## config.mk

```make
export PLATFORM = sky130hd
export DESIGN_NAME = fir2_fast_top
export DESIGN_NICKNAME = d
export VERILOG_FILES = /design/src/rtl/fir2_pkg.sv /design/src/rtl/fir2_coef_load.sv /design/src/rtl/fir2_subfilt.sv /design/src/rtl/fir2_fast_top.sv
export SDC_FILE = /design/constraint.sdc
export NUM_CORES = 2
export LEC_CHECK = 0
export BUFFER_PORTS_ARGS = -buffer_cell sky130_fd_sc_hd__buf_2
export CAP_MARGIN = 10
export CORE_MARGIN = 2
export CORE_UTILIZATION = 50
export CTS_CLUSTER_SIZE = 20
export DETAILED_ROUTE_END_ITERATION = 7
export PLACE_DENSITY = 0.67
export SETUP_SLACK_MARGIN = 0.5
export SYNTH_ARGS = -nofsm -noshare
export SYNTH_HDL_FRONTEND = slang
export SYNTH_SLANG_ARGS = --single-unit
```

## constraint.sdc

```tcl
create_clock -name clk -period 11.4 [get_ports clk]
set_input_delay 1.14 -clock clk [delete_from_list [all_inputs] [get_ports clk]]
set_output_delay 1.14 -clock clk [all_outputs]
set_load 0.03 [all_outputs]
```

## src/rtl/fir2_pkg.sv

```systemverilog
package fir2_pkg;

    typedef enum logic [1:0] {
        FILL_EMPTY,
        FILL_PART,
        FILL_FULL
    } fill_e;

    function automatic int half_taps(input int n);
        return (n + 1) / 2;
    endfunction

    function automatic int count_bits(input int n);
        return $clog2(n + 1);
    endfunction

endpackage

```

## src/rtl/fir2_coef_load.sv

```systemverilog
module fir2_coef_load
    import fir2_pkg::*;
#(
    parameter int TAPS = 8,
    parameter int CW   = 8
) (
    input  logic                          clk,
    input  logic                          rst,
    input  logic                          load_en,
    input  logic [CW-1:0]                 coef_in,
    output logic [half_taps(TAPS)*CW-1:0]     ev_flat,
    output logic [half_taps(TAPS)*CW-1:0]     od_flat,
    output logic [half_taps(TAPS)*(CW+1)-1:0] sm_flat,
    output fill_e                         fill
);
    localparam int HALF = half_taps(TAPS);
    localparam int CNTW = count_bits(TAPS);
    localparam int SW   = CW + 1;

    logic [CNTW-1:0]        cnt;
    logic signed [CW-1:0]   held;
    logic signed [CW-1:0]   ev [HALF];
    logic signed [CW-1:0]   od [HALF];
    logic signed [SW-1:0]   sm [HALF];

    logic                   accept, odd_idx, last_even;
    logic                   push_ev, push_od;
    logic signed [CW-1:0]   od_new;
    logic signed [SW-1:0]   sm_new;

    always_comb begin
        accept    = load_en && (cnt != CNTW'(TAPS));
        odd_idx   = cnt[0];
        last_even = (cnt == CNTW'(TAPS - 1)) && !cnt[0];
        push_ev   = accept && !odd_idx;
        push_od   = accept && (odd_idx || last_even);
        od_new    = odd_idx ? coef_in : '0;
        sm_new    = odd_idx ? ({held[CW-1], held} + {coef_in[CW-1], coef_in})
                            : {coef_in[CW-1], coef_in};
    end

    always_comb begin
        if (cnt == '0)                 fill = FILL_EMPTY;
        else if (cnt == CNTW'(TAPS))   fill = FILL_FULL;
        else                           fill = FILL_PART;
    end

    always_ff @(posedge clk) begin
        if (rst) begin
            cnt  <= '0;
            held <= '0;
        end else if (accept) begin
            cnt <= cnt + 1'b1;
            if (!odd_idx) held <= coef_in;
        end
    end

    for (genvar i = 0; i < HALF; i++) begin : g_chain
        if (i == HALF - 1) begin : g_top
            always_ff @(posedge clk) begin
                if (rst) begin
                    ev[i] <= '0;
                    od[i] <= '0;
                    sm[i] <= '0;
                end else begin
                    if (push_ev) ev[i] <= coef_in;
                    if (push_od) begin
                        od[i] <= od_new;
                        sm[i] <= sm_new;
                    end
                end
            end
        end else begin : g_mid
            always_ff @(posedge clk) begin
                if (rst) begin
                    ev[i] <= '0;
                    od[i] <= '0;
                    sm[i] <= '0;
                end else begin
                    if (push_ev) ev[i] <= ev[i+1];
                    if (push_od) begin
                        od[i] <= od[i+1];
                        sm[i] <= sm[i+1];
                    end
                end
            end
        end
        assign ev_flat[i*CW +: CW] = ev[i];
        assign od_flat[i*CW +: CW] = od[i];
        assign sm_flat[i*SW +: SW] = sm[i];
    end

endmodule

```

## src/rtl/fir2_subfilt.sv

```systemverilog
module fir2_subfilt #(
    parameter int NT    = 4,
    parameter int XW    = 9,
    parameter int CW    = 8,
    parameter int SHIFT = 7,
    parameter int OW    = 9
) (
    input  logic               clk,
    input  logic               rst,
    input  logic               adv,
    input  logic [XW-1:0]      x_in,
    input  logic [NT*CW-1:0]   coef_flat,
    output logic [OW-1:0]      y_out
);
    localparam int PW = XW + CW;

    logic signed [XW-1:0] hist [NT-1];
    logic signed [XW-1:0] tapx [NT];
    logic [OW-1:0]        rnd  [NT];

    always_comb begin
        tapx[0] = x_in;
        for (int j = 1; j < NT; j++) tapx[j] = hist[j-1];
    end

    for (genvar j = 0; j < NT - 1; j++) begin : g_hist
        always_ff @(posedge clk) begin
            if (rst)      hist[j] <= '0;
            else if (adv) hist[j] <= tapx[j];
        end
    end

    for (genvar j = 0; j < NT; j++) begin : g_tap
        logic signed [CW-1:0] c;
        logic signed [PW-1:0] prod;
        assign c      = coef_flat[j*CW +: CW];
        assign prod   = tapx[j] * c;
        assign rnd[j] = prod[SHIFT+OW-1:SHIFT] + {{(OW-1){1'b0}}, prod[SHIFT-1]};
    end

    always_comb begin
        y_out = '0;
        for (int j = 0; j < NT; j++) y_out = y_out + rnd[j];
    end

endmodule

```

## src/rtl/fir2_fast_top.sv

```systemverilog
module fir2_fast_top
    import fir2_pkg::*;
#(
    parameter int TAPS      = 8,
    parameter int FRAC_IN   = 8,
    parameter int FRAC_OUT  = 8,
    parameter int FRAC_COEF = 7
) (
    input  logic                  clk,
    input  logic                  rst_dp,
    input  logic                  rst_coef,
    input  logic                  run_mode,
    input  logic                  load_start,
    input  logic [FRAC_COEF:0]    coef_in,
    output logic                  load_done,
    input  logic [FRAC_IN:0]      din_a,
    input  logic [FRAC_IN:0]      din_b,
    output logic [FRAC_OUT:0]     dout_a,
    output logic [FRAC_OUT:0]     dout_b
);
    localparam int HALF  = half_taps(TAPS);
    localparam int XW    = FRAC_IN + 1;
    localparam int CW    = FRAC_COEF + 1;
    localparam int OW    = FRAC_OUT + 1;
    localparam int SHIFT = FRAC_IN + FRAC_COEF - FRAC_OUT;

    logic [HALF*CW-1:0]     ev_flat, od_flat;
    logic [HALF*(CW+1)-1:0] sm_flat;
    fill_e                  fill;
    logic                   adv;
    logic [XW:0]            x_sum;
    logic [OW-1:0]          y0, y1, ys, y1_dly;

    fir2_coef_load #(.TAPS(TAPS), .CW(CW)) u_load (
        .clk     (clk),
        .rst     (rst_coef),
        .load_en (!run_mode && load_start),
        .coef_in (coef_in),
        .ev_flat (ev_flat),
        .od_flat (od_flat),
        .sm_flat (sm_flat),
        .fill    (fill)
    );

    assign load_done = (fill == FILL_FULL);
    assign adv       = run_mode && load_done;
    assign x_sum     = {din_a[XW-1], din_a} + {din_b[XW-1], din_b};

    fir2_subfilt #(.NT(HALF), .XW(XW), .CW(CW), .SHIFT(SHIFT), .OW(OW)) u_even (
        .clk(clk), .rst(rst_dp), .adv(adv),
        .x_in(din_a), .coef_flat(ev_flat), .y_out(y0)
    );

    fir2_subfilt #(.NT(HALF), .XW(XW), .CW(CW), .SHIFT(SHIFT), .OW(OW)) u_odd (
        .clk(clk), .rst(rst_dp), .adv(adv),
        .x_in(din_b), .coef_flat(od_flat), .y_out(y1)
    );

    fir2_subfilt #(.NT(HALF), .XW(XW+1), .CW(CW+1), .SHIFT(SHIFT), .OW(OW)) u_sum (
        .clk(clk), .rst(rst_dp), .adv(adv),
        .x_in(x_sum), .coef_flat(sm_flat), .y_out(ys)
    );

    always_ff @(posedge clk) begin
        if (rst_dp) begin
            y1_dly <= '0;
            dout_a <= '0;
            dout_b <= '0;
        end else if (adv) begin
            y1_dly <= y1;
            dout_a <= y0 + y1_dly;
            dout_b <= ys - y0 - y1;
        end
    end

endmodule

```

### Word level (Yosys, flattened, before mapping)

Memory sizes are Yosys's and may differ from the RTL's.
Cells that the tools add are included.

| word-level totals | value |
|---|---|
| register bits | 39 |
| memory bits (writable) | 184 |
| bits of input ports | 31 |
| output and inout port bits | 19 |
| logic and storage cells | 125 |
| memories kept | 6 |

Memory list:

| name | depth | width | rd ports | clocked after memory_dff | write ports | RTL line | RTL |
|---|---|---|---|---|---|---|---|
| u_load.sm | 4 | 9 | 4 | 0 | 4 | fir2_coef_load.sv:24 | `logic signed [SW-1:0] sm [HALF];` |
| u_load.ev | 4 | 8 | 4 | 0 | 4 | fir2_coef_load.sv:22 | `logic signed [CW-1:0] ev [HALF];` |
| u_load.od | 4 | 8 | 4 | 0 | 4 | fir2_coef_load.sv:23 | `logic signed [CW-1:0] od [HALF];` |
| u_sum.hist | 3 | 10 | 3 | 0 | 3 | fir2_subfilt.sv:17 | `logic signed [XW-1:0] hist [NT-1];` |
| u_even.hist | 3 | 9 | 3 | 0 | 3 | fir2_subfilt.sv:17 |  |
| u_odd.hist | 3 | 9 | 3 | 0 | 3 | fir2_subfilt.sv:17 |  |

| operators by class | value |
|---|---|
| add/sub/neg operators | 27 |
| $mul | 12 |
| equality and inequality tests | 4 |
| multiplexer cells | 38 |
| bitwise gates (word level) | 22 |
| reductions and logical operators | 11 |

Operators by type and width:

| cell | number |
|---|---|
| $mul A9 B8 Y16 | 8 |
| $add A9 B1 Y9 | 12 |
| $mux W9 | 11 |
| $add A9 B9 Y9 | 10 |
| $mux W8 | 9 |
| $mul A10 B9 Y16 | 4 |
| $mux W10 | 3 |
| $or A1 B1 Y1 | 21 |
| $sub A9 B9 Y9 | 2 |
| $mux W1 | 13 |
| $add A9 B9 Y10 | 1 |
| $add A8 B8 Y9 | 1 |
| $logic_and A1 B1 Y1 | 6 |
| $add A4 B1 Y4 const B | 1 |
| $eq A4 B3 Y1 const B | 1 |
| $eq A4 B4 Y1 const B | 1 |
| $logic_not A4 Y1 | 1 |
| $mux W2 | 2 |
| $ne A4 B4 Y1 const B | 1 |
| $eq A2 B2 Y1 const B | 1 |
| $logic_not A1 Y1 | 2 |
| $reduce_and A2 Y1 | 1 |
| $logic_or A1 B1 Y1 | 1 |
| $not A1 Y1 | 1 |

### Longest topological paths before layout

| depth | value |
|---|---|
| depth after elaboration | 9 |
| depth in mapped cells | 45 |

### By module

Synthesis repeated with hierarchy kept, for this count alone.

| unflattened totals | value |
|---|---|
| cell total of the unflattened synthesis | 4585 |
| area total of the unflattened synthesis | 43292.8 um^2 |

Modules (own cells, without submodules):

| module | times used | cells an instance | area each (um^2) | seq. area each (um^2) |
|---|---|---|---|---|
| fir2_subfilt at u_sum | 1 | 1407 | 13015.0 | 900.9 |
| fir2_subfilt at u_odd | 1 | 1290 | 11732.5 | 810.8 |
| fir2_subfilt at u_even | 1 | 1279 | 11641.2 | 810.8 |
| fir2_coef_load | 1 | 322 | 4594.4 | 3243.1 |
| fir2_fast_top | 1 | 287 | 2309.7 | 540.5 |

### Worst setup path before layout

OpenSTA, ideal clock, no wires.

| timing | value |
|---|---|
| path kind | input -> register |
| start | in din_a[0] |
| end | reg dout_b[8] |
| arrival time | 10.666 ns |
| data required time | 11.283 ns |
| path slack | 0.618 ns |
| stages | 42 |
| buffers on the path | 0 |
| cells stage by stage | ha_1 -> fa_1 -> a21o_1 -> a21oi_1 -> o21bai_1 -> a21oi_1 -> o21ai_0 -> xor2_1 -> and2_1 -> fa_1 -> fa_1 -> fa_1 -> inv_1 -> fa_1 -> inv_1 -> fa_1 -> ha_1 -> o21ai_0 -> (+6 left out) -> xor2_1 -> fa_1 -> fa_1 -> inv_1 -> fa_1 -> ha_1 -> xor2_1 -> xnor2_1 -> xnor2_1 -> xnor2_1 -> xnor2_1 -> xnor2_1 -> xnor2_1 -> xnor2_1 -> xnor3_1 -> xnor3_1 -> xor2_1 -> o21ai_1 |

| on the way | value |
|---|---|
| cells in the longest elaborated chain, start to end | 8 |

RTL lines:

| element | RTL line | RTL |
|---|---|---|
| start, declared | fir2_fast_top.sv:16 | `input logic [FRAC_IN:0] din_a,` |
| $add A9 B9 Y10 | fir2_fast_top.sv:47 | `assign x_sum = {din_a[XW-1], din_a} + {din_b[XW-1], din_b};` |
| $mul A10 B9 Y16 | fir2_subfilt.sv:37 | `assign prod = tapx[j] * c;` |
| $add A9 B1 Y9 | fir2_subfilt.sv:38 | `assign rnd[j] = prod[SHIFT+OW-1:SHIFT] + {{(OW-1){1'b0}}, prod[SHIFT-1]};` |
| $add A9 B9 Y9 (3 in series) | fir2_subfilt.sv:43 | `for (int j = 0; j < NT; j++) y_out = y_out + rnd[j];` |
| $sub A9 B9 Y9 (*) (2 in series) | fir2_fast_top.sv:72 | `dout_b <= ys - y0 - y1;` |
| end signal, assigned | fir2_fast_top.sv:72 |  |
| end, declared | fir2_fast_top.sv:19 | `output logic [FRAC_OUT:0] dout_b` |

Every way passes the cells marked *; elsewhere a longest branch is shown, timed or not.
A chain may end at the register's enable or synchronous reset.

==> run metrics <==
Syn Inst Count=4,282; Root Buffer=clkbuf_16; EDFF count, synth=184; area delta synth->final=8.23%; synth unique cells=64; share of layout cells above drive strength 1=0.0703; CP Class=flop to flop; grt ovf=0; Tightest Pin Transition=1.14 ns; Starting Density=0.503; routed wire length=98,600 um; ys async rst share=0; ys flop type=edfxtp_1; startpoint types=flop; top cells by area, synth=fa_1 (37%), edfxtp_1 (13%), ha_1 (12%), and2_1 (8.7%), inv_1 (7.9%); synth warn=0; CP Max Fanout=4; Inserted Clock Buffers=31; wire per inst=18.0 um; Clock Skew=0.0324 ns; Relative slew margins=0.240; Hold Crit Start=dout_b[7]$_SDFFE_PP0P_; status=completed; Cell Rows=106; gr usage total=0.241; Die X=293 um; gpl congestion=0.878; clock sink count=223; first-pass GRT wire length=163,000 um; max-cap viol count=0; RSZ-0062 raised after global routing=false; synthesized flop and latch total=223; Port Buffers=49; top post-synthesis cells by count=inv_1 (884), fa_1 (780), and2_1 (580); post-route minimum period=10.45 ns; largest net degree at the start of global routing=76; initial antenna violation count=4; clock transition at the registers of the reported paths=0.06 ns; first-pass iteration count of the detailed router=6; Worst Hold Class=flop to flop; Post-DP HPWL=79,900 um; initial DRC count=1,596; Max Slew Vio Count=0; sequential element share of the synthesized area=0.151; H-tree levels=1; Post-Syn Nets=5,493; syn avg cell area=9.78 um^2; CP peak stage delay=0.58 ns; DR vias=28,300; drt drc=0; Reg-to-Reg End=dout_b[8]$_SDFFE_PP0P_; most common cell in the netlist=inv_1; CP startpoint=u_even.hist[1][5]$_SDFFCE_PN0P_; achievable clock frequency=0.0957 GHz; maximum buffer depth of the clock tree=3; Post-Layout Cell Count=5,474; number of global-route vias before repair=30,100; Setup TNS=0 ns; Skew-Pair Late Insertion Delay=0.63 ns; Worst Path Required=11.88 ns; die height=293 um; Mapped Area=41,900 um^2; slowest stage cell, crit path=fa_1; top-area cell type share of the netlist area=0.373; setup violators final=0; leading area contributor after synthesis=fa_1; R2R Path Start=u_even.hist[1][5]$_SDFFCE_PN0P_; DIE AREA=86,100 um^2; R2R depth=42; Detail Route Antenna Nets=0; Final Hold Viols=0; CP endpoint=dout_b[8]$_SDFFE_PP0P_; Crit. End Element=flop; core footprint=83,300 um^2; pre-CTS setup slack=0.0968 ns; arrival time worst endpoint=10.93 ns; fin crit share=0.917; Placed Cells incl. Taps=5,359; Top-Level Pins=50; final setup margin=0.950 ns; end-of-flow core utilization=0.544; CTS tree=built; nets=5,579; hold_buf cts=0; CP dominant cell by count=fa_1; vias per inst=5.16; Reg2Reg Setup Slack=0.95 ns
-- layer usage --
| metal | GRT usage | wire length [um] | vias up |
|---|---|---|---|
| met4 | 0.0677 | 3170 | 2 |
| met5 | 0 | 12 | - |
| met1 | 0.338 | 43500 | 14400 |
| li1 | - | - | 13100 |
| met2 | 0.388 | 46100 | 653 |
| met3 | 0.0367 | 5840 | 132 |
-- metrics by stage --
stage | hold slack (ns) | instance area [um^2]
CTS | 0.453 | 44900
global route | 0.471 | 45300
detailed placement | 0.439 | 43600
floorplan | 0.430 | 41900
global placement | 0.432 | 43600
finish | 0.448 | 45300
-- cells in the final DEF, fill, tap and decap left out, types with 9 or more instances in the layout --
| master | count |
|---|---|
| and3_1 | 18 |
| a22o_1 | 11 |
| buf_2 | 49 |
| clkinvlp_4 | 11 |
| fa_1 | 778 |
| o21bai_1 | 14 |
| inv_1 | 883 |
| nand2b_1 | 83 |
| or3_1 | 9 |
| xor2_1 | 59 |
| edfxtp_1 | 184 |
| or2_2 | 10 |
| buf_4 | 133 |
| clkbuf_16 | 31 |
| nor3_1 | 37 |
| o21a_1 | 34 |
| nand3_1 | 10 |
| nor2_1 | 134 |
| xnor2_1 | 181 |
| dfxtp_1 | 39 |
| nand2_1 | 409 |
| ha_1 | 392 |
| a21oi_1 | 58 |
| nor2b_1 | 27 |
| o21ai_0 | 42 |
| a21oi_2 | 9 |
| and2_1 | 579 |
| a21o_1 | 39 |
-- how the worst min path moves through the flow --
stage | endpoint | cells past startpoint
global placement | dout_a[2]$_SDFFE_PP0P_ | 2
CTS | dout_b[7]$_SDFFE_PP0P_ | 2
global route | dout_b[6]$_SDFFE_PP0P_ | 2
finish | dout_b[7]$_SDFFE_PP0P_ | 2
floorplan | u_load.held[0]$_SDFFE_PP0P_ | 1
detailed placement | dout_b[7]$_SDFFE_PP0P_ | 2
-- final cells by class --
cell class	count	area [um^2]
multi-input cells	3045	32100
clock inverters	23	259
inverters	885	3320
fillers	7399	37900
diodes	1	2.50
flip-flops and latches	223	6310
clock buffers	35	791
well taps	1080	1350
repair buffers	182	1240
-- worst max-delay path, delay by kind of cell (launching register included) --
family                   cells  cell delay, ns
adder cells (fa/ha/maj)     13            5.40
buffers and inverters        7            0.50
XOR/XNOR                    12            2.10
AND/OR/NAND/NOR              3            0.58
AO/OA/AOI/OAI                7            1.28
flip-flops                   1            0.43
-- repair_timing --
item / in CTS / in global routing
buffers inserted: 22 / 34
pin swaps: 4 / 24
setup endpoints to repair: 1 / 1
endpoints found under the hold margin: 0 / 0
cloned: 0 / 0
gates resized for setup: 10 / 38
-- cell families (layout without fill, tap and decap cells) --
logic type      after synthesis  in the layout  synth area share
flops                       223            223             0.151
mux                           6              6           0.00146
simple gates               1350           1350             0.168
compound gates              252            252            0.0410
xor+xnor                    257            257            0.0552
other cells                   0              1                 0
fa+ha+maj                  1180           1180             0.492
buf+inv                    1014           1125            0.0917
-- sequential cells by signal, summed over array words and instances, names as in the netlist --
register     count
u_load.sm       36
u_load.ev       32
u_load.od       32
u_sum.hist      30
u_even.hist     27
u_odd.hist      27
dout_a           9
dout_b           9
y1_dly           9
u_load.held      8
u_load.cnt       4
Power is not shown: default switching activity piles up to over one toggle a cycle in this logic, so the estimate is an artifact.
